**config.mk**
```make
export PLATFORM = sky130hd
export DESIGN_NAME = sc_arith_unit
export DESIGN_NICKNAME = d
export VERILOG_FILES = /design/src/rtl/sc_arith_pkg.sv /design/src/rtl/sc_lfsr.sv /design/src/rtl/sc_stream_gen.sv /design/src/rtl/sc_ones_acc.sv /design/src/rtl/sc_arith_unit.sv
export SDC_FILE = /design/constraint.sdc
export NUM_CORES = 1
export LEC_CHECK = 0
export CAP_MARGIN = 10
export CORE_ASPECT_RATIO = 1.25
export CORE_MARGIN = 8
export CORE_UTILIZATION = 60
export DETAILED_ROUTE_END_ITERATION = 10
export DONT_BUFFER_PORTS = 1
export PLACE_DENSITY = 0.76
export SLEW_MARGIN = 20
export SYNTH_ARGS = -nofsm -noshare
export SYNTH_HDL_FRONTEND = slang
export SYNTH_SLANG_ARGS = --single-unit
```
**constraint.sdc**
```tcl
create_clock -name clk -period 4.3 [get_ports clk]
set_input_delay 0.86 -clock clk [delete_from_list [all_inputs] [get_ports clk]]
set_output_delay 0.86 -clock clk [all_outputs]
set_load 0.02 [all_outputs]
```
**src/rtl/sc_arith_pkg.sv**
```systemverilog
package sc_arith_pkg;
  typedef enum logic {ST_IDLE = 1'b0, ST_RUN = 1'b1} run_state_t;
  localparam int NUM_STREAMS = 3;
endpackage

```
**src/rtl/sc_lfsr.sv**
```systemverilog
module sc_lfsr #(
  parameter int WIDTH = 8,
  parameter logic [WIDTH-1:0] MASK = 8'hB8,
  parameter logic [WIDTH-1:0] SEED = 8'h01
) (
  input  logic             clk,
  input  logic             rst,
  input  logic             load,
  input  logic             adv,
  output logic [WIDTH-1:0] state
);
  logic [WIDTH-1:0] nxt;

  always_comb begin
    nxt = {1'b0, state[WIDTH-1:1]};
    if (state[0]) nxt = nxt ^ MASK;
  end

  always_ff @(posedge clk) begin
    if (rst || load) state <= SEED;
    else if (adv)    state <= nxt;
  end
endmodule

```
**src/rtl/sc_stream_gen.sv**
```systemverilog
module sc_stream_gen #(
  parameter int WIDTH = 8,
  parameter logic [WIDTH-1:0] MASK = 8'hB8,
  parameter logic [WIDTH-1:0] SEED = 8'h01
) (
  input  logic             clk,
  input  logic             rst,
  input  logic             load,
  input  logic             adv,
  input  logic [WIDTH-1:0] level,
  output logic             bit_o
);
  logic [WIDTH-1:0] rnd;

  sc_lfsr #(.WIDTH(WIDTH), .MASK(MASK), .SEED(SEED)) lfsr_i (
    .clk(clk), .rst(rst), .load(load), .adv(adv), .state(rnd)
  );

  assign bit_o = (rnd < level);
endmodule

```
**src/rtl/sc_ones_acc.sv**
```systemverilog
module sc_ones_acc #(
  parameter int WIDTH = 8
) (
  input  logic           clk,
  input  logic           rst,
  input  logic           clr,
  input  logic           en,
  input  logic           bit_i,
  output logic [WIDTH:0] total_nxt
);
  logic [WIDTH:0] total;

  assign total_nxt = total + {{WIDTH{1'b0}}, bit_i};

  always_ff @(posedge clk) begin
    if (rst || clr) total <= '0;
    else if (en)    total <= total_nxt;
  end
endmodule

```
**src/rtl/sc_arith_unit.sv**
```systemverilog
module sc_arith_unit
  import sc_arith_pkg::*;
#(
  parameter int WIDTH = 8,
  parameter logic [WIDTH-1:0] TAP_MASK = 8'hB8,
  parameter logic [WIDTH-1:0] SEED_A = 8'h01,
  parameter logic [WIDTH-1:0] SEED_B = 8'h5A,
  parameter logic [WIDTH-1:0] SEED_S = 8'hC3
) (
  input  logic             clk,
  input  logic             rst,
  input  logic             start,
  input  logic [WIDTH-1:0] op_a,
  input  logic [WIDTH-1:0] op_b,
  input  logic [WIDTH-1:0] op_s,
  output logic             busy,
  output logic             done,
  output logic [WIDTH-1:0] prod_est,
  output logic [WIDTH-1:0] sum_est,
  output logic             stream_valid,
  output logic             prod_bit,
  output logic             sum_bit
);
  localparam int PACK_W = NUM_STREAMS * WIDTH;
  localparam logic [PACK_W-1:0] SEED_PACK = {SEED_S, SEED_B, SEED_A};
  localparam logic [WIDTH-1:0] LAST_CNT = {WIDTH{1'b1}};

  run_state_t        st;
  logic [WIDTH-1:0]  run_cnt;
  logic [PACK_W-1:0] op_q;
  logic [NUM_STREAMS-1:0] sbit;
  logic              load, run, last;
  logic              prod_raw, sum_raw;
  logic [WIDTH:0]    prod_nxt, sum_nxt;

  assign run  = (st == ST_RUN);
  assign load = (st == ST_IDLE) && start;
  assign last = run && (run_cnt == LAST_CNT);
  assign busy = run;

  for (genvar g = 0; g < NUM_STREAMS; g++) begin : g_stream
    sc_stream_gen #(
      .WIDTH(WIDTH), .MASK(TAP_MASK), .SEED(SEED_PACK[g*WIDTH +: WIDTH])
    ) gen_i (
      .clk(clk), .rst(rst), .load(load), .adv(run),
      .level(op_q[g*WIDTH +: WIDTH]), .bit_o(sbit[g])
    );
  end

  assign prod_raw = sbit[0] & sbit[1];
  assign sum_raw  = sbit[2] ? sbit[0] : sbit[1];

  sc_ones_acc #(.WIDTH(WIDTH)) prod_acc_i (
    .clk(clk), .rst(rst), .clr(load), .en(run), .bit_i(prod_raw), .total_nxt(prod_nxt)
  );
  sc_ones_acc #(.WIDTH(WIDTH)) sum_acc_i (
    .clk(clk), .rst(rst), .clr(load), .en(run), .bit_i(sum_raw), .total_nxt(sum_nxt)
  );

  function automatic logic [WIDTH-1:0] sat_est(input logic [WIDTH:0] v);
    return v[WIDTH] ? {WIDTH{1'b1}} : v[WIDTH-1:0];
  endfunction

  always_ff @(posedge clk) begin
    if (rst) begin
      st           <= ST_IDLE;
      run_cnt      <= '0;
      op_q         <= '0;
      done         <= 1'b0;
      prod_est     <= '0;
      sum_est      <= '0;
      stream_valid <= 1'b0;
      prod_bit     <= 1'b0;
      sum_bit      <= 1'b0;
    end else begin
      done         <= 1'b0;
      stream_valid <= run;
      prod_bit     <= run & prod_raw;
      sum_bit      <= run & sum_raw;
      if (load) begin
        st      <= ST_RUN;
        run_cnt <= '0;
        op_q    <= {op_s, op_b, op_a};
      end else if (run) begin
        run_cnt <= run_cnt + 1'b1;
        if (last) begin
          st       <= ST_IDLE;
          done     <= 1'b1;
          prod_est <= sat_est(prod_nxt);
          sum_est  <= sat_est(sum_nxt);
        end
      end
    end
  end
endmodule

```
# ---- After elaboration in Yosys (flattened, before gate mapping)
# Index checks and enable logic that the tools add are counted.
dict set report word_totals {
  ff_bits 95
}
dict set report op_classes {
  eq_ne 1
  reduce_logical 6
  magnitude_cmp 3
  bitwise_logic 8
  add_sub_neg 3
  mux 10
}
# op count
set op_table {}
lappend op_table {{$mux W8} 5}
lappend op_table {{$lt A8 B8 Y1} 3}
lappend op_table {{$add A9 B1 Y9} 2}
lappend op_table {{$not A3 Y4} 3}
lappend op_table {{$add A8 B1 Y8 const B} 1}
lappend op_table {{$eq A8 B8 Y1 const B} 1}
lappend op_table {{$mux W1} 5}
lappend op_table {{$and A1 B1 Y1} 3}
lappend op_table {{$reduce_and A3 Y1} 1}
lappend op_table {{$reduce_or A3 Y1} 1}
lappend op_table {{$logic_and A1 B1 Y1} 2}
lappend op_table {{$not A1 Y1} 2}
lappend op_table {{$reduce_or A2 Y1} 1}
lappend op_table {{$logic_or A1 B1 Y1} 1}

# ---- Depth between registers and ports, before layout
# Gate-level depths: netlist of the first run.
dict set report depth {
  ltp_word 5
  mapped_depth 14
  ltp_nobuf 13
}

# ---- Hierarchy
# Synthesis of the first run repeated with hierarchy kept, for this count alone.
dict set report hier_totals {
  cells_unflattened 536
  hier_area_um2 4663.2
}
# module area_per_inst_um2 cells_each n_inst seq_area_each_um2
set by_module_without_submodules {}
lappend by_module_without_submodules {sc_arith_unit 2058.2 234 1 1061.0}
lappend by_module_without_submodules {sc_ones_acc 504.2 61 2 180.2}
lappend by_module_without_submodules {sc_stream_gen 176.4 25 3 0.0}
lappend by_module_without_submodules {{sc_lfsr (g_stream[2].gen_i.lfsr_i)} 362.8 35 1 160.2}
lappend by_module_without_submodules {{sc_lfsr (g_stream[1].gen_i.lfsr_i)} 354.1 35 1 160.2}
lappend by_module_without_submodules {{sc_lfsr (g_stream[0].gen_i.lfsr_i)} 350.3 35 1 160.2}

# ---- Worst setup path after synthesis of the first run
# No wires, ideal clock.
dict set report synth_timing {
  kind {reg2reg}
  start {reg op_q[17]}
  end {reg sum_est[0]}
  slack_ps 1270
  arrival_ps 2945
  required_ps 4214
  stages_incl_launch_ff 14
  path_buffers 1
  path_cell_list {dfxtp_1 inv_1 ha_1 a2111o_1 a31oi_1 mux2_2 ha_1 ha_1 and3_4 and3_1 buf_2 and4_4 o21a_4 a211oi_1}
}
dict set report synth_between {
  elab_chain_cells 4
}
# element line_no
set synth_lines {}
lappend synth_lines {{start, declared} sc_arith_unit.sv:30} ;# logic [PACK_W-1:0] op_q;
lappend synth_lines {{start signal, assigned} sc_arith_unit.sv:83} ;# op_q <= {op_s, op_b, op_a};
lappend synth_lines {{$lt A8 B8 Y1} sc_stream_gen.sv:19} ;# assign bit_o = (rnd < level);
lappend synth_lines {{$mux W1} sc_arith_unit.sv:51} ;# assign sum_raw = sbit[2] ? sbit[0] : sbit[1];
lappend synth_lines {{$add A9 B1 Y9} sc_ones_acc.sv:13} ;# assign total_nxt = total + {{WIDTH{1'b0}}, bit_i};
lappend synth_lines {{$mux W8} sc_arith_unit.sv:61} ;# return v[WIDTH] ? {WIDTH{1'b1}} : v[WIDTH-1:0];
lappend synth_lines {{end signal, assigned} sc_arith_unit.sv:90} ;# sum_est <= sat_est(sum_nxt);
lappend synth_lines {{end, declared} sc_arith_unit.sv:19} ;# output logic [WIDTH-1:0] sum_est,
# No other way between the ends.
# A chain may end at the register's enable or synchronous reset.

# ---- Worst setup path after layout of the first run
dict set report layout_timing {
  start {reg op_q[17]}
  end {reg sum_est[5]}
}
# The elaborated chain is that of the path after synthesis.

==> results of run 1 <==
[cells by family after synthesis]
kind of cell / count (synthesis) / share of synthesized area, %
and+or+nand+nor: 181 / 18.4
DFF: 95 / 44.3
AOI/OAI and AO/OA: 69 / 10.2
buffers and inverters: 56 / 5.83
xor gates and xnor gates: 43 / 8.77
adders and majority gates: 26 / 7.58
muxes: 21 / 4.93
[through the flow]
step | instance area [µm²] | utilization (%)
detailed placement | 4280 | 61.7
CTS | 4480 | 64.7
floorplan | 4290 | -
global placement | 4280 | 61.7
finish | 4480 | 64.7
global route | 4480 | 64.7
[cell type report]
cell class / count / area [µm²]
sequential: 95 / 1900
tap: 90 / 113
timing repair buffer: 3 / 22.5
clock inverter: 6 / 66.3
fill: 602 / 2450
inverter: 26 / 97.6
clock buffer: 10 / 138
multi-input combinational: 340 / 2140
[sequential cells by signal (all words and copies together), names as in the netlist]
| name | flops |
|---|---|
| prod_est | 8 |
| stream_valid | 1 |
| prod_bit | 1 |
| sum_est | 8 |
| op_q | 24 |
| busy | 1 |
| sum_acc_i.total | 9 |
| sum_bit | 1 |
| g_stream.gen_i.lfsr_i.state | 24 |
| prod_acc_i.total | 9 |
| done | 1 |
| run_cnt | 8 |
[power by group]
group	switching, µW	internal (µW)	total [µW]
Clock	316	288	604
Combinational	77.2	61.1	138
Sequential	27.4	907	934
Total	421	1260	1680
[worst reg2reg max path, cell delays in order, from the launching register on]
cell and delay (ps):
dfxtp_1 340, inv_1 40, ha_1 260, a2111o_1 360, a31oi_1 230, mux2_2 380
ha_1 200, ha_1 220, and3_4 200, and3_1 230, and4_4 210, o21a_4 220
a211oi_1 220
[layout by cell type, fill, tap and decap left out, drive strengths merged, types with 4 or more instances in the layout]
cell type / n
clkbuf: 10
nand2b: 7
a31oi: 4
dfxtp: 95
ha: 26
inv: 28
nand4: 5
nor2: 65
nand2: 80
xor2: 19
a211oi: 23
and3: 10
xnor2: 24
mux2i: 20
a21oi: 30
o21ai: 8
[per-layer routing]
metal | up-vias | track usage, %
met4 | 0 | 5.59
met5 | - | 0
met2 | 51 | 26.6
met1 | 1388 | 19.0
li1 | 1580 | -
met3 | 8 | 4.88
[how the worst min path moves through the flow]
| stage | startpoint | end | slack (ps) | cells after the start |
|---|---|---|---|---|
| finish | op_q[13] | op_q[13] | 450 | 2 |
| global route | op_q[11] | op_q[11] | 470 | 2 |
| CTS | op_q[11] | op_q[11] | 450 | 2 |
| detailed placement | op_q[11] | op_q[11] | 440 | 2 |
| global placement | op_q[12] | op_q[12] | 440 | 2 |
| floorplan | op_q[10] | op_q[10] | 440 | 2 |
==> key figures, run 1 <==
Outcome
  – Status: completed

Setup path
  – CP Launch Type: flip-flop
  – Critical-path maximum fanout: 8
  – CP Buf/Inv Count: 1
  – CP Data Arrival Time: 3470 ps
  – Largest delay share family, worst path: compound AO/OA/AOI/OAI gates
  – Most Frequent Cell on Critical Path: ha_1
  – Reg2reg end: sum_est[5]
  – Critical Path Stages: 12
  – Critical path type: reg -> reg
  – Reg2Reg Depth: 12
  – Worst path slowest cell: mux2_2
  – Crit-path max cell delay: 380 ps
  – Worst Setup EP: sum_est[5]
  – RR Startpoint: op_q[17]
  – Critical-path cell list: inv_1 > ha_1 > a2111o_1 > a31oi_1 > mux2_2 > ha_1 > ha_1 > and3_4 > and3_1 > and4_4 > o21a_4 > a211oi_1
  – R2R Setup Slk: 1100 ps
  – CP endpoint kind: flip-flop
  – Crit path from: op_q[17]
  – Critical Path RT: 4570 ps

Floorplanning
  – Rows: 34
  – Die X: ~90 µm
  – I/O pin cnt: 48
  – DIE AREA: 0.0101 mm²
  – Initial Util: 61.9%
  – Die height: 111 µm
  – Core ar.: ~0.007 mm²

Timing
  – Worst clock skew: 12.5 ps
  – Max Freq: 0.312 GHz
  – Hold Slack: 451 ps
  – Final setup vio count: 0
  – Slew headroom: around a third
  – Actual slew at the worst max-slew pin: slightly below 1000 ps
  – Fin crit share: 74.5%
  – Fin. Hold Viols: 0
  – Min Tclk post-route: 3200 ps
  – Max Slew Vio Count: 0
  – RSZ-0062 raised after global routing: no
  – Setup tns final: 0 ps
  – Worst setup margin: ~1100 ps

Detailed routing
  – Total vias in the final route: around 3000
  – Met3 WL: 491 µm
  – DR pass1 iterations: 4
  – Vias per inst: between 5 and 6
  – Met2 WL: 3580 µm
  – Top sig layer: met4
  – Routed wire length: around 7700 µm
  – # DRC: 0
  – Routed len/inst: 13.5 µm
  – Initial DRC count: 154
  – Post-route ant nets: 0
  – Wl on met1: 3540 µm

Synth
  – Register area share after synthesis: between 40% and 50%
  – Synth Register Bits: 95
  – Avg Cell Area, Syn: approximately 9 µm²
  – Netlist cell types: 34
  – Post-synth top cells: dfxtp_1, nand2_1, nor2_1, a21oi_1
  – Mapped Area: 0.00429 mm²
  – Warnings from Yosys: 0
  – Post-Syn Instances: roughly 490
  – Synth top area cells: dfxtp_1, ha_1, nand2_1
  – Synth Net Count: around 540
  – Yosys top cell by area: dfxtp_1
  – Post-synth EDFFs: 0
  – Synth top area share: 44.3%
  – Fraction of registers with async set/reset: 0%
  – Most common cell in the netlist: dfxtp_1
  – Dominant register cell in the synthesized netlist: dfxtp_1

Power
  – Tot Pwr: 1680 µW
  – PD cells: 374 mW/mm²
  – Leakage power figure: approximately 0.0017 µW
  – Worst VDD drop: approximately 0.24 mV

Global routing
  – Vias in the first global route: 3063
  – GRT Total Usage: 16.1%
  – Largest net degree at the start of global routing: 46
  – Congestion Overflow GR: 0
  – First-pass GRT wire length: 13600 µm
  – Initial antenna violation count: 0

Layout
  – Finished Layout Cells: 570
  – Layout Nets: between 500 and 600
  – Layout cells sized above 1: 6.04%
  – Diode count: 0
  – Layout area overhead: 4.43%

Clocking
  – TritonCTS Buffers: 9
  – Setup repair bufs after CTS: 0
  – Clk sinks: 95
  – Htree depth: 3
  – Root Driver: clkbuf_8
  – Number of hold buffers added after CTS: 0
  – CTS Buffer Depth: 2
  – CTS clk-pin slew, worst paths: 90 ps
  – CTS resizes: 0
  – Later-pin clock latency in the skew report: 360 ps
  – CTS tree: yes

Placed design
  – Port bufs: 0
  – Placed cell count: 554
  – Worst slack, placed: 1080 ps
  – RePlAce Congestion: around 0.8
  – DP Wirelength: 5440 µm

Job
  – Maxcap violations: 0

Hold path
  – Hold Crit Class: reg -> reg
(Power assumes the default switching activity.)
==> inputs of run 2 (changes only) <==
CORE_UTILIZATION = 57   (was 60)
PLACE_DENSITY = 0.75   (was 0.76)
clock period = 2.9 ns   (was 4.3 ns; I/O delays follow)
==> run 2 against run 1 <==
Sequential cell count did not move. First-iteration DRC count shrank 28%. Sequential share of layout area down 2.4 points. Via count rose by 4.6%. Clock power is 24% higher. Clock skew is 4.3 ps lower.
==> key figures, run 2 (synthesis results as in run 1) <==
Setup path
  – CP Launch Type: flip-flop
  – Critical path type: reg -> reg
  – Reg2Reg Depth: 12 (unchanged)
  – Crit-path max cell delay: 370 ps (about the same)
  – CP Data Arrival Time: 3110 ps (-360 ps)
  – Critical Path RT: 3180 ps (-1390 ps)
  – R2R Setup Slk: 70 ps (-1030 ps)
  – Worst path slowest cell: a2111o_1
  – RR Startpoint: op_q[17]
  – Critical Path Stages: 12 (unchanged)
  – Most Frequent Cell on Critical Path: ha_4
  – CP endpoint kind: flip-flop
  – CP Buf/Inv Count: 1 (unchanged)
  – Reg2reg end: sum_est[1]
  – Largest delay share family, worst path: compound AO/OA/AOI/OAI gates
  – Critical-path maximum fanout: 8 (unchanged)
  – Critical-path cell list: inv_2 > ha_4 > a2111o_1 > a31oi_2 > mux2_4 > ha_4 > ha_4 > and3_4 > and3_4 > and4_4 > o21a_4 > a211oi_2

Timing
  – RSZ-0062 raised after global routing: yes
  – Fin crit share: 97.7% (+23 points)
  – Hold Slack: 283 ps (-168 ps)
  – Worst clock skew: 8.25 ps (-4.26 ps)
  – Max Freq: 0.353 GHz (+13%)
  – Slew headroom: 50.2% (+16 points)
  – Actual slew at the worst max-slew pin: 746 ps (-239 ps)
  – Final setup vio count: 0 (unchanged)
  – Min Tclk post-route: 2830 ps (-368 ps)
  – Fin. Hold Viols: 0 (unchanged)
  – Max Slew Vio Count: 0 (unchanged)

Detailed routing
  – Met2 WL: 4030 µm (+13%)
  – Total vias in the final route: 3167 (+4.6%)
  – # DRC: 0 (unchanged)
  – DR pass1 iterations: 4 (unchanged)
  – Routed wire length: 8200 µm (+6.4%)
  – Wl on met1: 3670 µm (+3.9%)
  – Routed len/inst: 13.8 µm (+2.4%)
  – Vias per inst: 5.35 (+0.74%)
  – Met3 WL: 363 µm (-26%)
  – Post-route ant nets: 0 (unchanged)
  – Initial DRC count: 111 (-28%)
  – Top sig layer: met4

Hold path
  – Hold_sp: rst
  – Hold path endpoint: prod_est[2]
  – Hold depth: 1 (-1)
  – Hold Crit Class: in -> reg

Clocking
  – Later-pin clock latency in the skew report: 350 ps (about the same)
  – CTS clk-pin slew, worst paths: 90 ps (about the same)
  – Root Driver: clkbuf_8
  – Clk sinks: 95 (unchanged)
  – CTS tree: yes
  – TritonCTS Buffers: 9 (unchanged)
  – Number of hold buffers added after CTS: 0 (unchanged)
  – Htree depth: 3 (unchanged)
  – CTS Buffer Depth: 2 (unchanged)

Power
  – Leakage power figure: 0.00177 µW (+5.8%)
  – Worst VDD drop: 0.348 mV (+45%)
  – Gate power share: 11.8% (+3.6 points)
  – Switch share: 25.2% (+0.13 points)
  – Pint: 1800 µW (+43%)
  – Switch Pwr: 608 µW (+44%)
  – Tot Pwr: 2410 µW (+44%)
  – PD cells: 504 mW/mm² (+35%)
  – Clock share of power: 31.1% (-4.9 points)
  – Seq pwr share: 57.1% (+1.4 points)

Layout
  – Biggest regs: g_stream.gen_i.lfsr_i.state (24), op_q (24)
  – Diode count: 0 (unchanged)
  – Layout area overhead: 11.3%
  – Commonest non-fill, non-tap cells in the layout: dfxtp_1, nand2_1, nor2_1
  – Layout Nets: 549 (+4.0%)
  – Most common cell after layout, fill and taps aside: dfxtp_1
  – Layout cells sized above 1: 17.4% (+11 points)

Global routing
  – First-pass GRT wire length: 13700 µm (+0.86%)
  – Congestion Overflow GR: 0 (unchanged)
  – Initial antenna violation count: 0 (unchanged)
  – Vias in the first global route: 3186 (+4.0%)
  – GRT Total Usage: 15.9% (-0.15 points)
  – Largest net degree at the start of global routing: 58 (+26%)

Placed design
  – RePlAce Congestion: 0.781 (-2.5%)
  – DP Wirelength: 5700 µm (+4.7%)
  – Port bufs: 0 (unchanged)

Floorplanning
  – Die height: 113 µm (+2.2%)
  – I/O pin cnt: 48 (unchanged)
  – Core ar.: 0.00736 mm² (+6.1%)
  – Rows: 35 (+2.9%)
  – Initial Util: 58.4% (-3.6 points)
  – Die X: 93.6 µm (+2.1%)
  – DIE AREA: 0.0106 mm² (+4.4%)

Outcome
  – Status: completed

Job
  – Maxcap violations: 0 (unchanged)
run 2: changes by cell type in the layout (fill, tap and decap cells not counted), sizes merged:
cell      change
bufinv        -1
clkinvlp      +1
buf          +21
clkbuf        +1
inv           -2
run 2: routing by layer:
metal / track usage (%) / vias to the layer above
li1: - / 1616
met1: 18.3 / 1489
met2: 27.0 / 50
met3: 4.04 / 12
met4: 6.79 / 0
met5: 0 / -
run 2: layout make-up:
class | count | area [µm²]
flip-flops and latches | 95 | 1910
fillers | 628 | 2580
well taps | 92 | 115
multi-input cells | 340 | 2300
inverters | 26 | 97.6
clock inverters | 4 | 22.5
repair buffers | 24 | 184
clock buffers | 11 | 141
run 2: timing repair:
action | in CTS | in global routing
pin swaps | 3 | 12
hold endpoints to repair | 0 | 0
endpoints found under the setup margin | 8 | 20
buffers inserted | 0 | 1
resized for setup | 4 | 40
run 2: power by group through the flow:
stage               sequential [µW]  clock, µW  combinational [µW]
floorplan                      1400          0                 197
global placement               1400          0                 236
detailed placement             1400          0                 247
CTS                            1370        771                 251
global route                   1380        825                 321
finish                         1380        750                 284
run 2: how the worst max path moves through the flow:
stage               slack [ps]          to     start
finish                      70  sum_est[1]  op_q[17]
floorplan                  -20  sum_est[0]  op_q[17]
global route               -30  sum_est[4]  op_q[15]
global placement            20  sum_est[0]  op_q[17]
detailed placement         -50  sum_est[7]  op_q[17]
CTS                         -7  sum_est[1]  op_q[17]
run 2: stage by stage:
step                      setup slack [ps]  util (%)  cells  cell area (µm²)  setup TNS [ps]
final                                 66.4      65.0    592             4780               0
after global routing                 -27.0      65.0    592             4780           -61.8
after CTS                            -7.48      63.2    591             4650           -19.3
after detailed placement             -48.2      60.8    576             4470            -234
after global placement                21.9      60.8    576             4470               0
after floorplan                      -21.9         -    491             4330            -101
run 2: worst register-to-register path: stages, from the launching register on:
cell	delay (ps)
dfxtp_2	340
inv_2	40
ha_4	200
a2111o_1	370
a31oi_2	160
mux2_4	340
ha_4	170
ha_4	150
and3_4	170
and3_4	180
and4_4	190
o21a_4	250
a211oi_2	200
